$ cat src/rtl/llm_pkg.sv
package llm_pkg;

    // Enable-bit positions inside the feature-enable field
    localparam int EN_FREQ = 3;
    localparam int EN_SHED = 4;
    localparam int EN_FILT = 5;

    typedef enum logic {
        MODE_NORMAL = 1'b0,
        MODE_LIGHT  = 1'b1
    } load_mode_e;

    // Strobe-qualified comparison results for one power sample
    typedef struct packed {
        logic under;       // sample < threshold
        logic at_or_over;  // sample >= threshold
        logic above_band;  // sample > threshold + hysteresis
    } pwr_cmp_t;

    function automatic int unsigned sat_inc(int unsigned v, int unsigned lim);
        return (v >= lim) ? lim : v + 1;
    endfunction

endpackage

$ cat src/rtl/llm_level_detect.sv
module llm_level_detect
    import llm_pkg::*;
#(
    parameter int PW = 16
) (
    input  logic          clk,
    input  logic          rst,
    input  logic          pwr_valid,
    input  logic [PW-1:0] pwr_sample,
    input  logic [PW-1:0] pth,
    input  logic [PW-1:0] hyst,
    output pwr_cmp_t      cmp,
    output logic          below_q,
    output load_mode_e    mode_q
);
    localparam int UW = PW + 1;

    logic [UW-1:0] upper;

    always_comb begin
        upper          = {1'b0, pth} + {1'b0, hyst};
        cmp.under      = pwr_valid && (pwr_sample < pth);
        cmp.at_or_over = pwr_valid && (pwr_sample >= pth);
        cmp.above_band = pwr_valid && ({1'b0, pwr_sample} > upper);
    end

    always_ff @(posedge clk) begin
        if (rst) begin
            mode_q  <= MODE_NORMAL;
            below_q <= 1'b0;
        end else begin
            if (cmp.under)
                mode_q <= MODE_LIGHT;
            else if (cmp.above_band)
                mode_q <= MODE_NORMAL;
            if (cmp.under)
                below_q <= 1'b1;
            else if (cmp.at_or_over)
                below_q <= 1'b0;
        end
    end

    a_r2_enter_light: assert property (@(posedge clk) disable iff (rst)
        (pwr_valid && pwr_sample < pth) |=> (mode_q == MODE_LIGHT));

    a_r3_leave_light: assert property (@(posedge clk) disable iff (rst)
        (pwr_valid && ({1'b0, pwr_sample} > ({1'b0, pth} + {1'b0, hyst})))
        |=> (mode_q == MODE_NORMAL));

    a_r3_hold_in_band: assert property (@(posedge clk) disable iff (rst)
        (pwr_valid && pwr_sample >= pth &&
         ({1'b0, pwr_sample} <= ({1'b0, pth} + {1'b0, hyst})))
        |=> $stable(mode_q));

    a_r3_no_strobe: assert property (@(posedge clk) disable iff (rst)
        !pwr_valid |=> $stable(mode_q));

endmodule

$ cat src/rtl/llm_filter_qual.sv
module llm_filter_qual
    import llm_pkg::*;
#(
    parameter int QUAL_CYCLES = 4
) (
    input  logic     clk,
    input  logic     rst,
    input  pwr_cmp_t cmp,
    input  logic     below_q,
    input  logic     line_tick,
    output logic     filt_q
);
    localparam int CW = $clog2(QUAL_CYCLES + 1);
    localparam logic [CW-1:0] CNT_FULL = CW'(QUAL_CYCLES);

    logic [CW-1:0] cnt_q;
    logic          below_now;

    // The sample in this cycle decides whether this cycle's tick counts
    assign below_now = cmp.under | (below_q & ~cmp.at_or_over);

    always_ff @(posedge clk) begin
        if (rst) begin
            cnt_q  <= '0;
            filt_q <= 1'b0;
        end else begin
            if (cmp.at_or_over)
                cnt_q <= '0;
            else if (line_tick && below_now)
                cnt_q <= CW'(sat_inc(int'(cnt_q), QUAL_CYCLES));

            if (cmp.above_band)
                filt_q <= 1'b0;
            else if (cnt_q == CNT_FULL)
                filt_q <= 1'b1;
        end
    end

    a_r6_cnt_bound: assert property (@(posedge clk) disable iff (rst)
        cnt_q <= CNT_FULL);

    a_r6_cnt_clear: assert property (@(posedge clk) disable iff (rst)
        cmp.at_or_over |=> (cnt_q == '0));

    a_r6_entry_qualified: assert property (@(posedge clk) disable iff (rst)
        $rose(filt_q) |-> ($past(cnt_q) == CNT_FULL));

    a_r7_fast_exit: assert property (@(posedge clk) disable iff (rst)
        cmp.above_band |=> !filt_q);

endmodule

$ cat src/rtl/llm_out_gate.sv
module llm_out_gate
    import llm_pkg::*;
#(
    parameter int FW = 12
) (
    input  logic [5:3]    feat_en,
    input  load_mode_e    mode,
    input  logic          filt_state,
    input  logic [FW-1:0] f_norm,
    input  logic [FW-1:0] f_low,
    output logic          low_freq_sel,
    output logic          phase_shed,
    output logic          filt_light,
    output logic [FW-1:0] freq_word
);
    logic light;

    always_comb begin
        light        = (mode == MODE_LIGHT);
        low_freq_sel = feat_en[EN_FREQ] & light;
        phase_shed   = feat_en[EN_SHED] & light;
        filt_light   = feat_en[EN_FILT] & filt_state;
        freq_word    = low_freq_sel ? f_low : f_norm;
    end

endmodule

$ cat src/rtl/llm_supervisor.sv
module llm_supervisor
    import llm_pkg::*;
#(
    parameter int PW          = 16,
    parameter int FW          = 12,
    parameter int QUAL_CYCLES = 4
) (
    input  logic          clk,
    input  logic          rst,
    input  logic          pwr_valid,
    input  logic [PW-1:0] pwr_sample,
    input  logic          line_tick,
    input  logic [5:3]    feat_en,
    input  logic [PW-1:0] pth,
    input  logic [PW-1:0] hyst,
    input  logic [FW-1:0] f_norm,
    input  logic [FW-1:0] f_low,
    output logic          low_freq_sel,
    output logic          phase_shed,
    output logic          filt_light,
    output logic [FW-1:0] freq_word
);
    pwr_cmp_t   cmp;
    logic       below_q;
    load_mode_e mode_q;
    logic       filt_q;

    llm_level_detect #(.PW(PW)) u_detect (
        .clk        (clk),
        .rst        (rst),
        .pwr_valid  (pwr_valid),
        .pwr_sample (pwr_sample),
        .pth        (pth),
        .hyst       (hyst),
        .cmp        (cmp),
        .below_q    (below_q),
        .mode_q     (mode_q)
    );

    llm_filter_qual #(.QUAL_CYCLES(QUAL_CYCLES)) u_qual (
        .clk       (clk),
        .rst       (rst),
        .cmp       (cmp),
        .below_q   (below_q),
        .line_tick (line_tick),
        .filt_q    (filt_q)
    );

    llm_out_gate #(.FW(FW)) u_gate (
        .feat_en      (feat_en),
        .mode         (mode_q),
        .filt_state   (filt_q),
        .f_norm       (f_norm),
        .f_low        (f_low),
        .low_freq_sel (low_freq_sel),
        .phase_shed   (phase_shed),
        .filt_light   (filt_light),
        .freq_word    (freq_word)
    );

    a_r5_shed_follows_drop: assert property (@(posedge clk) disable iff (rst)
        (pwr_valid && pwr_sample < pth && feat_en[EN_SHED])
        |=> (phase_shed || !feat_en[EN_SHED]));

    a_r4_freq_on_drop: assert property (@(posedge clk) disable iff (rst)
        (pwr_valid && pwr_sample < pth)
        |=> (!feat_en[EN_FREQ] || freq_word == f_low));

endmodule

$ cat config.mk
export PLATFORM = sky130hd
export DESIGN_NAME = llm_supervisor
export DESIGN_NICKNAME = d
export VERILOG_FILES = /design/src/rtl/llm_pkg.sv /design/src/rtl/llm_level_detect.sv /design/src/rtl/llm_filter_qual.sv /design/src/rtl/llm_out_gate.sv /design/src/rtl/llm_supervisor.sv
export SDC_FILE = /design/constraint.sdc
export NUM_CORES = 1
export LEC_CHECK = 0
export ABC_AREA = 1
export BUFFER_PORTS_ARGS = -buffer_cell sky130_fd_sc_hd__buf_4
export CORE_ASPECT_RATIO = 0.75
export CORE_MARGIN = 2
export CORE_UTILIZATION = 44
export DETAILED_ROUTE_END_ITERATION = 16
export PLACE_DENSITY = 0.77
export SLEW_MARGIN = 20
export SYNTH_ARGS = -nofsm -noshare
export SYNTH_HDL_FRONTEND = slang
export SYNTH_SLANG_ARGS = --single-unit
export TNS_END_PERCENT = 5
$ cat constraint.sdc
create_clock -name clk -period 3.9 [get_ports clk]
set_input_delay 0.78 -clock clk [delete_from_list [all_inputs] [get_ports clk]]
set_output_delay 0.78 -clock clk [all_outputs]
set_load 0.01 [all_outputs]
; Word level (Yosys, flattened, before mapping)
; Index checks and enable logic that the tools add are counted.
[totals]
ff_bits = 6
input_bits = 79
[classes]
addsub = 2
magnitude_cmp = 4
n_eq_ne = 1
n_mux = 6
n_bitwise = 6
reduce_logical = 8
[ops]
columns = op, n
row1 = adder 16 x 16 -> 17 bit, 1
row2 = > comparator 16 x 17 -> 1 bit, 1
row3 = >= comparator 16 bit, 1
row4 = less-than comparator 16 bit, 1
row5 = 2-to-1 mux 12 bit, 1
row6 = AND 1 bit, 4
row7 = logical AND 1 bit, 4
row8 = 2-to-1 mux 1 bit, 4
row9 = nonzero test 2 bit, 2
row10 = OR reduction 2 bit, 2
row11 = "adder 3 x 1 -> 3 bit, second input constant", 1
row12 = "equality test 3 bit, second input constant", 1
row13 = ">= comparator 3 bit, second input constant", 1
row14 = 2-to-1 mux 3 bit, 1
row15 = NOT 1 bit, 1
row16 = bitwise OR 1 bit, 1

; Logic depth before layout (Yosys ltp)
[depth]
word_depth = 6
depth_mapped = 22

; Hierarchy
; Synthesis repeated with hierarchy kept, for this count alone.
[hier_totals]
hier_cells = 305
area_unflattened_um2 = 1998.2
[by_module_without_submodules]
columns = mod, instances, cells_each, area_each_um2, seq_area_each_um2
row1 = llm_level_detect, 1, 228, 1571.5, 40.0
row2 = llm_filter_qual, 1, 32, 225.2, 80.1
row3 = llm_out_gate, 1, 45, 201.4, 0.0

; Worst setup path before layout
; OpenSTA, ideal clock, no wires.
[synth_timing]
path_type = input-to-reg
from = in pth[0]
to = reg u_detect.mode_q
arrival_time_ps = 3083
path_slack_ps = 748
stages = 20
path_buffers = 0
cell_sequence = ha_1 > fa_1 > nand3_1 > nand3_1 > a21oi_1 > nor2_1 > nor2_1 > xor2_1 > ha_1 > a21oi_1 > nor2_1 > a211oi_1 > nand2_1 > nand2_1 > nand2_1 > nand2_1 > nand2_1 > nand2_1 > nand2_1 > a21oi_1
[synth_between]
elab_chain_cells = 4
elab_cells_between_ends = 7
classes_between = 1 x add/sub / 2 x order compare / 1 x mux / 3 x reduce/logical
[synth_lines]
columns = element, line
row1 = start: declaration, llm_supervisor.sv:14  ; input logic [PW-1:0] pth,
row2 = adder 16 x 16 -> 17 bit, llm_level_detect.sv:21  ; upper = {1'b0, pth} + {1'b0, hyst};
row3 = > comparator 16 x 17 -> 1 bit, llm_level_detect.sv:24  ; cmp.above_band = pwr_valid && ({1'b0, pwr_sample} > upper);
row4 = logical AND 1 bit, llm_level_detect.sv:24
row5 = nonzero test 2 bit (no line), --
row6 = end signal: assignment, llm_level_detect.sv:29  ; mode_q <= MODE_NORMAL;
row7 = end signal: assignment, llm_level_detect.sv:33  ; mode_q <= MODE_LIGHT;
row8 = end signal: assignment, llm_level_detect.sv:35  ; mode_q <= MODE_NORMAL;
row9 = end: declaration, llm_level_detect.sv:14  ; output load_mode_e mode_q
; Several ways; a longest one is shown, not always the timed one.
; A chain may end at the register's enable or synchronous reset.

; Worst setup path after layout
; Ends and elaborated chain as after synthesis.

==> summary.md <==
| Metric | Value |
|---|---|
| Hold Path Stages | 2 |
| Status | finished clean |
| Core box area | ~0.004 mm² |
| Crit Path Class | input pin to register |
| CTS root buf | clkbuf_8 |
| Die width | 79.8 µm |
| Min-delay worst type | register to register |
| Max Slew Vio Count | 0 |
| Clk slew on worst S/H paths | 0.04 ns |
| Number of synthesized register bits | 6 |
| Antenna cell count | 0 |
| WP data required | between 4 and 5 ns |
| Distinct cells, synth | 29 |
| Final setup fails | 0 |
| Multi-input gate area | between 0.0015 and 0.002 mm² |
| Sequential fraction of the synthesis area | under 10% |
| Synth warnings | 0 |
| First-pass GRT wire length | slightly above 8000 µm |
| Fillcell total | 383 |
| Total number of vias | ~2,200 |
| WL final | 5150 µm |
| Worst setup path startpoint | pth[0] |
| Detail Route Antenna Nets | 0 |
| Leak | ~1.6 nW |
| Worst Hold End | u_detect.below_q |
| Num rows | 20 |
| Worst Reg2Reg Path Length in Cells | 6 |
| Final #Nets | 523 |
| RePlAce Congestion | 0.857 |
| Max-cap violations | 0 |
| RSZ-0062 raised after global routing | no |
| Share of layout cells above drive strength 1 | about a quarter |
| CTS tree | done |
| Share of Yosys cell area claimed by the top area cell type | around 33% |
| Layout area overhead | 42.2% |
| Avg Vias per Cell | slightly below 5 |
| All-Layer GR Usage | 20.9% |
| Initial DRC count | 80 |
| Critical path arrival | between 3 and 4 ns |
| Initial antenna violation count | 0 |
| DR WL/cell | between 10 and 15 µm |
| # DRC | 0 |
| Min-delay src | u_detect.below_q |
| Max_slew headroom | 72.7% |
| R2R Path End | u_qual.cnt_q[1] |
| Fmax | around 0.30 GHz |
| Num Clock Sinks | 6 |
| Synth top area cells | ha_1 33%, nand2_1 20%, inv_1 7.5%, a21oi_1 7.4%, dfxtp_1 6.3% |
| Latest clock arrival within the worst-skew pair | 0.22 ns |
| Largest net degree at the start of global routing | 14 |
| Starting Density | 46.2% |
| Number of global-route vias before repair | 2,013 |
| I/O Buffers | 93 |
| Syn_area_per_cell | between 6 and 7 µm² |
| Grt ovf | 0 |
| Syn_nets | 427 |
| Clock tree buffer depth | 2 |
| Clock Skews | around 0.0024 ns |
| Total CTS buffers | 3 |
| Post-CTS Hold Buffers | 0 |
| Period minus WS final | approximately 3.3 ns |
| Place WS | roughly 0.36 ns |
| Final worst slack | approximately 0.55 ns |
| Router iterations before antenna repair | 4 |
| # Post-CTS Setup Buffers | 0 |
| Finished Core Util | about two thirds |
| Die Y | 60.8 µm |
| Cts repair resizes | 0 |
| Crit share post-route | a little under nine tenths |
| Setup TNS | 0 ns |
| R2R Setup Slk | ~2.8 ns |
| Leading area contributor after synthesis | ha_1 |
| Cells after Synth | 297 |
| Register area | roughly 120 µm² |
| DP HPWL | around 4500 µm |
| PD cells | approximately 200 mW/mm² |
| Area of the mapped netlist | 0.00190 mm² |
| Endpoints failing hold | 0 |
| Max FO, Critical Path | 4 |
| Worst VDD drop | around 0.00010 V |
| Worst slew pin tran | 0.408 ns |
| I/O Pins | 94 |
| H-tree level count | 1 |
| Startpoint types | input pin |
| Total die area | around 0.0049 mm² |
| Critical Path End Type | register |
| Worst r2r src | u_qual.cnt_q[0] |
## cells by family (layout without fill, tap and decap cells)
logic type	Yosys count	in the layout	share of synthesized area, %
AOI/OAI and AO/OA	46	46	14.7
and+or+nand+nor	138	138	30.2
DFF	6	6	6.34
buffers and inverters	42	136	8.32
adders and majority gates	51	51	34.1
xor gates and xnor gates	14	14	6.47
## power by group
part	total, mW	switching, mW	internal, mW
registers	0.0683	0.00294	0.0653
clock network	0.0908	0.0246	0.0661
logic	0.373	0.192	0.181
total	0.532	0.219	0.313
## cells in the mapped netlist
master    number
nand2_1       99
inv_1         38
clkbuf_1       2
nand2_4        1
inv_2          2
a21o_1         3
o21ai_0        1
nand3_1       17
o31ai_1        1
fa_1           1
a21oi_1       28
xnor2_1        6
nor2_1        14
o21ai_2        1
a211o_1        1
ha_1          50
nand3_2        1
a31oi_1        2
xor2_1         8
o21ai_1        2
dfxtp_1        6
nor3_1         2
nor3b_2        1
o211ai_1       2
a21boi_1       2
o21ai_4        1
a21oi_2        1
a211oi_1       1
nand4_1        3
## cell usage in the layout, fill, tap and decap left out
master    synthesis  layout
o21ai_1           2       2
a21o_1            3       3
clkbuf_8          0       3
dfxtp_1           6       6
o21ai_2           1       1
fa_1              1       1
o31ai_1           1       1
nand4_1           3       3
a21boi_1          2       2
nand3_1          17      17
a211oi_1          1       1
a31oi_1           2       2
nor2_1           14      14
o21ai_4           1       1
a211o_1           1       1
nand3_2           1       1
nand2_4           1       1
inv_1            38      38
xor2_1            8       8
a21oi_1          28      28
xnor2_1           6       6
buf_4             0      93
a21oi_2           1       1
nor3b_2           1       1
o21ai_0           1       1
nor3_1            2       2
inv_2             2       2
ha_1             50      50
o211ai_1          2       2
nand2_1          99      99
## flip-flops by register name, indices dropped and copies added, names as in the netlist
name / cells
u_detect.below_q: 1
u_qual.cnt_q: 3
u_qual.filt_q: 1
u_detect.mode_q: 1
## per-stage QoR
step	cells	cell area, µm²	power, mW	hold slack (ns)
after CTS	446	2700	0.535	0.468
final	446	2700	0.532	0.467
after global routing	446	2700	0.595	0.491
after floorplan	297	1900	0.303	0.445
after global placement	443	2660	0.433	0.459
after detailed placement	443	2660	0.441	0.467
## final cells by class
| type | instances | area share [%] |
|---|---|---|
| Inverter | 40 | 5.57 |
| Timing Repair Buffer | 93 | 25.9 |
| Clock buffer | 3 | 1.53 |
| Multi-Input combinational cell | 249 | 60.0 |
| Sequential cell | 6 | 4.45 |
| Tap cell | 55 | 2.55 |
## metal layers
| layer | vias up | share of wire [%] | GRT usage (%) |
|---|---|---|---|
| met5 | - | 0 | 0 |
| met4 | 0 | 0.70 | 4.12 |
| met3 | 4 | 8.1 | 2.68 |
| met2 | 74 | 46 | 39.9 |
| met1 | 933 | 45 | 25.8 |
| li1 | 1167 | - | - |
## worst max path at each step
stage / cells past startpoint / to / slack, ns
6_report: 21 / u_detect.mode_q / 0.55
5_1_grt: 21 / u_detect.mode_q / 0.25
4_1_cts: 21 / u_detect.mode_q / 0.57
3_5_place_dp: 21 / u_detect.mode_q / 0.36
3_3_place_gp: 21 / u_detect.mode_q / 0.43
2_1_floorplan: 20 / u_detect.mode_q / 0.75
## critical path, cell delays in order
cell and delay [ns]:
buf_4 0.11, ha_1 0.22, fa_1 0.40, nand3_1 0.09, nand3_1 0.17, a21oi_1 0.25, nor2_1 0.06, nor2_1 0.11
xor2_1 0.17, ha_1 0.27, a21oi_1 0.14, nor2_1 0.05, a211oi_1 0.17, nand2_1 0.08, nand2_1 0.05, nand2_1 0.05
nand2_1 0.05, nand2_1 0.04, nand2_1 0.07, nand2_1 0.05, a21oi_1 0.11
No activity file was read; power rests on OpenSTA's default activity.
